--- config.mk ---
export PLATFORM = sky130hd
export DESIGN_NAME = atomic_tao_unit
export DESIGN_NICKNAME = d
export VERILOG_FILES = /design/src/rtl/atomic_tao_unit.sv
export SDC_FILE = /design/constraint.sdc
export NUM_CORES = 1
export LEC_CHECK = 0
export BUFFER_PORTS_ARGS = -buffer_cell sky130_fd_sc_hd__buf_2
export CAP_MARGIN = 20
export CORE_ASPECT_RATIO = 1.2
export CORE_MARGIN = 3
export CORE_UTILIZATION = 51
export CTS_CLUSTER_SIZE = 10
export DETAILED_ROUTE_END_ITERATION = 7
export GPL_TIMING_DRIVEN = 0
export PLACE_DENSITY = 0.68
export SYNTH_ARGS = -nofsm -noshare
export SYNTH_HDL_FRONTEND = slang
export SYNTH_SLANG_ARGS = --single-unit
--- constraint.sdc ---
create_clock -name clk -period 13.4 [get_ports clk]
set_input_delay 0.67 -clock clk [delete_from_list [all_inputs] [get_ports clk]]
set_output_delay 0.67 -clock clk [all_outputs]
set_load 0.01 [all_outputs]
--- src/rtl/atomic_tao_unit.sv ---
module atomic_tao_unit #(
  parameter int DW    = 32,
  parameter int DEPTH = 16,
  localparam int AW   = $clog2(DEPTH)
) (
  input  logic          clk,
  input  logic          rst_n,
  input  logic          req_valid,
  input  logic [AW-1:0] req_addr,
  input  logic [2:0]    req_rel,
  input  logic [DW-1:0] req_cmp,
  input  logic [2:0]    req_op,
  input  logic [DW-1:0] req_opnd,
  output logic          busy,
  output logic          rsp_valid,
  output logic          rsp_pass,
  output logic [DW-1:0] rsp_old,
  input  logic          acc_en,
  input  logic          acc_we,
  input  logic [AW-1:0] acc_addr,
  input  logic [DW-1:0] acc_wdata,
  output logic          acc_hold,
  output logic          acc_rvalid,
  output logic [DW-1:0] acc_rdata
);

  localparam logic [2:0] REL_EQ = 3'd0, REL_NE = 3'd1, REL_LT = 3'd2, REL_LE = 3'd3,
                         REL_GT = 3'd4, REL_GE = 3'd5, REL_ANY = 3'd6, REL_NONE = 3'd7;
  localparam logic [2:0] OP_RD = 3'd0, OP_WR = 3'd1, OP_ADD = 3'd2, OP_SUB = 3'd3,
                         OP_AND = 3'd4, OP_OR = 3'd5, OP_XOR = 3'd6, OP_SET = 3'd7;

  typedef enum logic [1:0] {S_IDLE, S_READ, S_EVAL} state_t;

  state_t        state;
  logic [DW-1:0] mem [DEPTH];
  logic [AW-1:0] addr_q;
  logic [2:0]    rel_q, op_q;
  logic [DW-1:0] cmp_q, opnd_q, old_q;
  logic          rsp_q, pass_q;
  logic          test_ok;
  logic [DW-1:0] new_val;
  logic          grant;

  assign busy      = (state != S_IDLE);
  assign grant     = acc_en && !busy && !req_valid;
  assign acc_hold  = acc_en && !grant;
  assign rsp_valid = rsp_q;
  assign rsp_pass  = pass_q;
  assign rsp_old   = old_q;

  always_comb begin
    case (rel_q)
      REL_EQ:  test_ok = (old_q == cmp_q);
      REL_NE:  test_ok = (old_q != cmp_q);
      REL_LT:  test_ok = (old_q <  cmp_q);
      REL_LE:  test_ok = (old_q <= cmp_q);
      REL_GT:  test_ok = (old_q >  cmp_q);
      REL_GE:  test_ok = (old_q >= cmp_q);
      REL_ANY: test_ok = 1'b1;
      default: test_ok = 1'b0;
    endcase
  end

  always_comb begin
    case (op_q)
      OP_RD:   new_val = old_q;
      OP_WR:   new_val = opnd_q;
      OP_ADD:  new_val = old_q + opnd_q;
      OP_SUB:  new_val = old_q - opnd_q;
      OP_AND:  new_val = old_q & opnd_q;
      OP_OR:   new_val = old_q | opnd_q;
      OP_XOR:  new_val = old_q ^ opnd_q;
      default: new_val = DW'(1);
    endcase
  end

  always_ff @(posedge clk) begin
    if (!rst_n) begin
      state      <= S_IDLE;
      addr_q     <= '0;
      rel_q      <= REL_NONE;
      op_q       <= OP_RD;
      cmp_q      <= '0;
      opnd_q     <= '0;
      old_q      <= '0;
      rsp_q      <= 1'b0;
      pass_q     <= 1'b0;
      acc_rvalid <= 1'b0;
      acc_rdata  <= '0;
      for (int i = 0; i < DEPTH; i++) mem[i] <= '0;
    end else begin
      rsp_q      <= 1'b0;
      acc_rvalid <= grant && !acc_we;
      if (grant && !acc_we) acc_rdata <= mem[acc_addr];
      if (grant && acc_we)  mem[acc_addr] <= acc_wdata;
      case (state)
        S_IDLE: if (req_valid) begin
          addr_q <= req_addr;
          rel_q  <= req_rel;
          cmp_q  <= req_cmp;
          op_q   <= req_op;
          opnd_q <= req_opnd;
          state  <= S_READ;
        end
        S_READ: begin
          old_q <= mem[addr_q];
          state <= S_EVAL;
        end
        default: begin
          if (test_ok && op_q != OP_RD) mem[addr_q] <= new_val;
          pass_q <= test_ok;
          rsp_q  <= 1'b1;
          state  <= S_IDLE;
        end
      endcase
    end
  end

  p_busy_two_r2: assert property (@(posedge clk) disable iff (!rst_n)
    $rose(busy) |=> busy ##1 !busy);

  p_rsp_on_fall_r2: assert property (@(posedge clk) disable iff (!rst_n)
    $fell(busy) |-> rsp_valid);

  p_never_fails_r3: assert property (@(posedge clk) disable iff (!rst_n)
    (rsp_valid && rel_q == REL_NONE) |-> !rsp_pass);

  p_fail_keeps_r7: assert property (@(posedge clk) disable iff (!rst_n)
    (rsp_valid && !rsp_pass) |-> mem[addr_q] == rsp_old);

  p_old_value_r8: assert property (@(posedge clk) disable iff (!rst_n)
    rsp_valid |-> rsp_old == $past(mem[addr_q]));

  p_no_plain_write_r9: assert property (@(posedge clk) disable iff (!rst_n)
    (state == S_READ) |=> mem[addr_q] == old_q);

  p_write_lands_r6: assert property (@(posedge clk) disable iff (!rst_n)
    (rsp_valid && rsp_pass && op_q == OP_WR) |-> mem[addr_q] == opnd_q);

endmodule

==> results by group <==
Worst setup path
  • Critical Path Most Common Cell: buf_2
  • CP Launch Type: flop
  • CP Class: reg -> reg
  • Crit path from: op_q[0]
  • CP endpoint kind: flop
  • Crit Path Max Fanout: 10
  • Crit path depth: 16
  • Reg2Reg Depth: 16
  • Crit path buf inv count: 4
  • Terminus of the critical flop-to-flop path: mem[2][26]
  • FF-to-FF Start: op_q[0]
  • Worst Setup EP: mem[2][26]
  • CP Cell Sequence: buf_2 -> buf_1 -> clkbuf_1 -> nand2_1 -> o21ai_0 -> xnor2_1 -> ha_1 -> nand4_1 -> nor4_1 -> a211oi_1 -> a21oi_1 -> a22oi_1 -> nor3b_1 -> a221oi_2 -> buf_2 -> nor2_1
  • Critical path required time: 13.74 ns
  • CP delay by family, top: compound AO/OA/AOI/OAI gates
  • Worst path slowest cell: buf_1
  • Worst EP arrival: about 7.0 ns
  • R2R Setup Slk: ~6.7 ns
  • CP max stage delay: 0.75 ns

Finish
  • Layout area overhead: 13.4%
  • Fin area: approximately 0.042 sq mm
  • Multi-input logic area: about 0.017 sq mm
  • Fillers: between 5000 and 6000
  • Storage cell area: about 0.018 sq mm
  • Fraction of layout cells with a size suffix above 1: 21.9%
  • Fin nets: ~3600
  • Fin cells: 4313

Floorplanning
  • Die area: approximately 0.076 sq mm
  • Core area: slightly above 0.07 sq mm
  • Die height: just over 300 um
  • Chip width: between 200 and 300 um
  • Initial core utilization: 51.9%
  • Top-level I/O count: around 180
  • Row Count: between 100 and 150

Yosys
  • Syn nets: approximately 3300
  • Register area share after synthesis: 49.1%
  • Post-Syn Area per Cell: between 10 and 15 sq um
  • Yosys reg bits: ~660
  • Cell Area, Synth: 0.0371 sq mm
  • Gate count of the mapped netlist: ~3000
  • YS warnings: 0
  • Asr flop ratio synth: 0%
  • Post-synth EDFFs: a little over 500
  • Distinct cells, synth: a little under 80
  • Top FF cell, synth: edfxtp_1

CTS
  • Clock transition at the registers of the reported paths: ~0.060 ns
  • Clock sink total: 655
  • Post-CTS Hold Buffers: 0
  • Setup bufs post-CTS: 0
  • Clock tree from TritonCTS: yes
  • Clock root buffer: clkbuf_16
  • Clk_lat worst skew: approximately 0.64 ns
  • Max Root-Sink Buffers: 3
  • CTS resizes: 0
  • Cts bufs inserted: 77
  • H-tree depth: 3

Timing
  • Final period util: between 40 and 50%
  • Max-slew violation count: 0
  • Tmin final: roughly 6.7 ns
  • RSZ-0062 raised after global routing: false
  • Rel. slew slack: 14.7%
  • Final setup fails: 0
  • Clock skew: slightly above 0.04 ns
  • Max Freq: 150 MHz
  • Worst-Margin Slew: around 1.3 ns
  • Setup_tns: 0 ns
  • Final hold violations: 0

Place
  • GPL Wtd Cong: around 0.92
  • Inst Count DP: approximately 4200
  • DPL Wire Length: ~96 mm
  • Port buffer count: 178
  • Dpl cell area: roughly 0.04 sq mm

Route
  • Vias: between 20000 and 30000
  • Number of remaining DRC errors: 0
  • Iter 0 DRT Violations: around 3200
  • Drt wl/cell: between 20 and 30 um
  • Post-Route WL: about 130 mm
  • Post-DRT Antenna Nets: 0
  • Average vias per placed instance: roughly 6.4
  • Iteration count of the initial detailed-routing pass: 6

Outcome
  • Status: completed

Global routing
  • Antenna violations before repair: 1
  • Total grt overflow: 0
  • Overall Global Routing Usage: between 30 and 40%
  • Vias in the first global route: 28600
  • First-pass GRT wire length: roughly 180 mm
  • Largest net degree at the start of global routing: 26

Power
  • Power Density: roughly 120 mW/mm^2
  • Static leakage: ~16 nW
  • VDD IR max: 0.0959 mV

Run
  • MaxCap Viol Count: 0

Hold path
  • Min-Delay Path Class: in -> reg
==> where the power goes <==
part | leakage, nW | switching, W | internal [W]
Combinational | 8.26 | 0.000470 | 0.000320
Clock | 1.10 | 0.000858 | 0.00111
Sequential | 6.44 | 0.0000616 | 0.00227
Total | 15.8 | 0.00139 | 0.00370
==> cell usage in the layout, fill, tap and decap left out, drive strengths merged, types with 21 or more instances in the layout <==
cell,netlist,final
mux4,325,325
a21boi,136,136
a22oi,23,23
clkbuf,170,296
nand2,358,358
xnor2,41,41
o21ai,47,47
inv,111,112
mux2i,31,31
ha,128,128
dfxtp,143,143
nor2,585,585
a32oi,22,22
buf,75,286
a21oi,82,82
nand4,21,21
edfxtp,512,512
==> cells in the mapped netlist (4+ instances only) <==
cell type  number  share of area, %
nor2_1        573               5.8
edfxtp_1      512                41
nand2_1       358               3.6
mux4_2        325                20
clkbuf_1      170               1.7
dfxtp_1       143               7.7
a21boi_0      136               2.7
ha_1          128               4.3
inv_1         111               1.1
a21oi_1        82               1.1
o21ai_0        47              0.63
xnor2_1        40              0.94
buf_1          36              0.36
mux2i_1        31              0.84
buf_2          25              0.34
nand4_1        21              0.35
a32oi_1        18              0.42
a21o_1         16              0.32
a22oi_4        16              0.92
nand3_1        16              0.22
nor2b_1        15              0.25
nor3_1         14              0.19
xor2_1         13              0.31
a211oi_1       11              0.22
and2_1         11              0.19
nor2_2         11              0.19
o221ai_1       11              0.26
nor4_1         10              0.17
o211ai_1       10              0.20
a31oi_1         9              0.15
buf_6           8              0.24
and3_1          7              0.12
nand2b_1        7              0.12
buf_4           6              0.12
a22oi_1         5              0.10
or2_2           5             0.084
a221oi_4        4              0.28
a41oi_1         4             0.094
nor3b_1         4             0.081
o21bai_1        4             0.081
o31ai_1         4             0.081
or3_1           4             0.067
==> logic make-up (layout without fill, tap and decap cells) <==
family | after synthesis | after routing | share of synthesized area (%)
AND/OR/NAND/NOR | 1069 | 1069 | 11.8
flip-flops | 655 | 655 | 49.1
AO/OA/AOI/OAI | 416 | 416 | 8.87
multiplexers | 359 | 359 | 20.6
buffers and inverters | 356 | 704 | 3.91
adder cells (fa/ha/maj) | 129 | 129 | 4.37
XOR/XNOR | 54 | 54 | 1.29
other | 0 | 1 | 0
==> state kept, by name, summed over array words and instances, names as in the netlist, 3 cells and up <==
signal,flops
mem,512
cmp_q,32
rsp_old,32
rel_q,3
op_q,3
acc_rdata,32
opnd_q,32
addr_q,4
==> worst min path at each step <==
stage                  start             to  slack (ns)  depth (start not counted)
3_5_place_dp   acc_rdata[15]  acc_rdata[15]        0.46                          2
4_1_cts           req_rel[0]       rel_q[0]        0.25                          3
6_report         req_cmp[23]      cmp_q[23]        0.28                          3
3_3_place_gp       cmp_q[21]      cmp_q[21]        0.45                          2
5_1_grt           req_rel[0]       rel_q[0]        0.28                          3
2_1_floorplan      cmp_q[10]      cmp_q[10]        0.44                          2
==> layout make-up <==
cell class / count / share of cell area, %
diodes: 1 / 0.00594
clock buffers: 126 / 5.06
multi-input cells: 2027 / 41.5
clock inverters: 11 / 0.446
inverters: 111 / 0.989
well taps: 926 / 2.75
plain buffers: 245 / 2.45
repair buffers: 211 / 3.49
flip-flops and latches: 655 / 43.3
==> routing by layer <==
layer | part of all wire [%] | track usage (%) | vias to the layer above
li1 | - | - | 11800
met1 | 34 | 38.3 | 13900
met2 | 51 | 59.3 | 1692
met3 | 9.9 | 7.44 | 361
met4 | 4.9 | 15.5 | 0
met5 | 0 | 0 | -
==> metrics by stage <==
step	util [%]	power, W	hold slack (ns)	worst slack (ns)
after global placement	54.8	0.00310	0.450	6.54
after global routing	58.9	0.00523	0.278	6.46
final	58.9	0.00509	0.282	6.73
after detailed placement	55.4	0.00313	0.457	6.92
after CTS	58.7	0.00508	0.253	6.93
after floorplan	-	0.00285	0.443	9.02
==> worst reg2reg max path, cell delays in order (launching register included) <==
cell and delay (ns):
dfxtp_1 0.30, buf_2 0.25, buf_1 0.76, clkbuf_1 0.54, nand2_1 0.51, o21ai_0 0.27, xnor2_1 0.11, ha_1 0.38
nand4_1 0.29, nor4_1 0.32, a211oi_1 0.19, a21oi_1 0.74, a22oi_1 0.37, nor3b_1 0.26, a221oi_2 0.69, buf_2 0.35
nor2_1 0.07
Note: power is estimated with default switching activity, not from simulation.
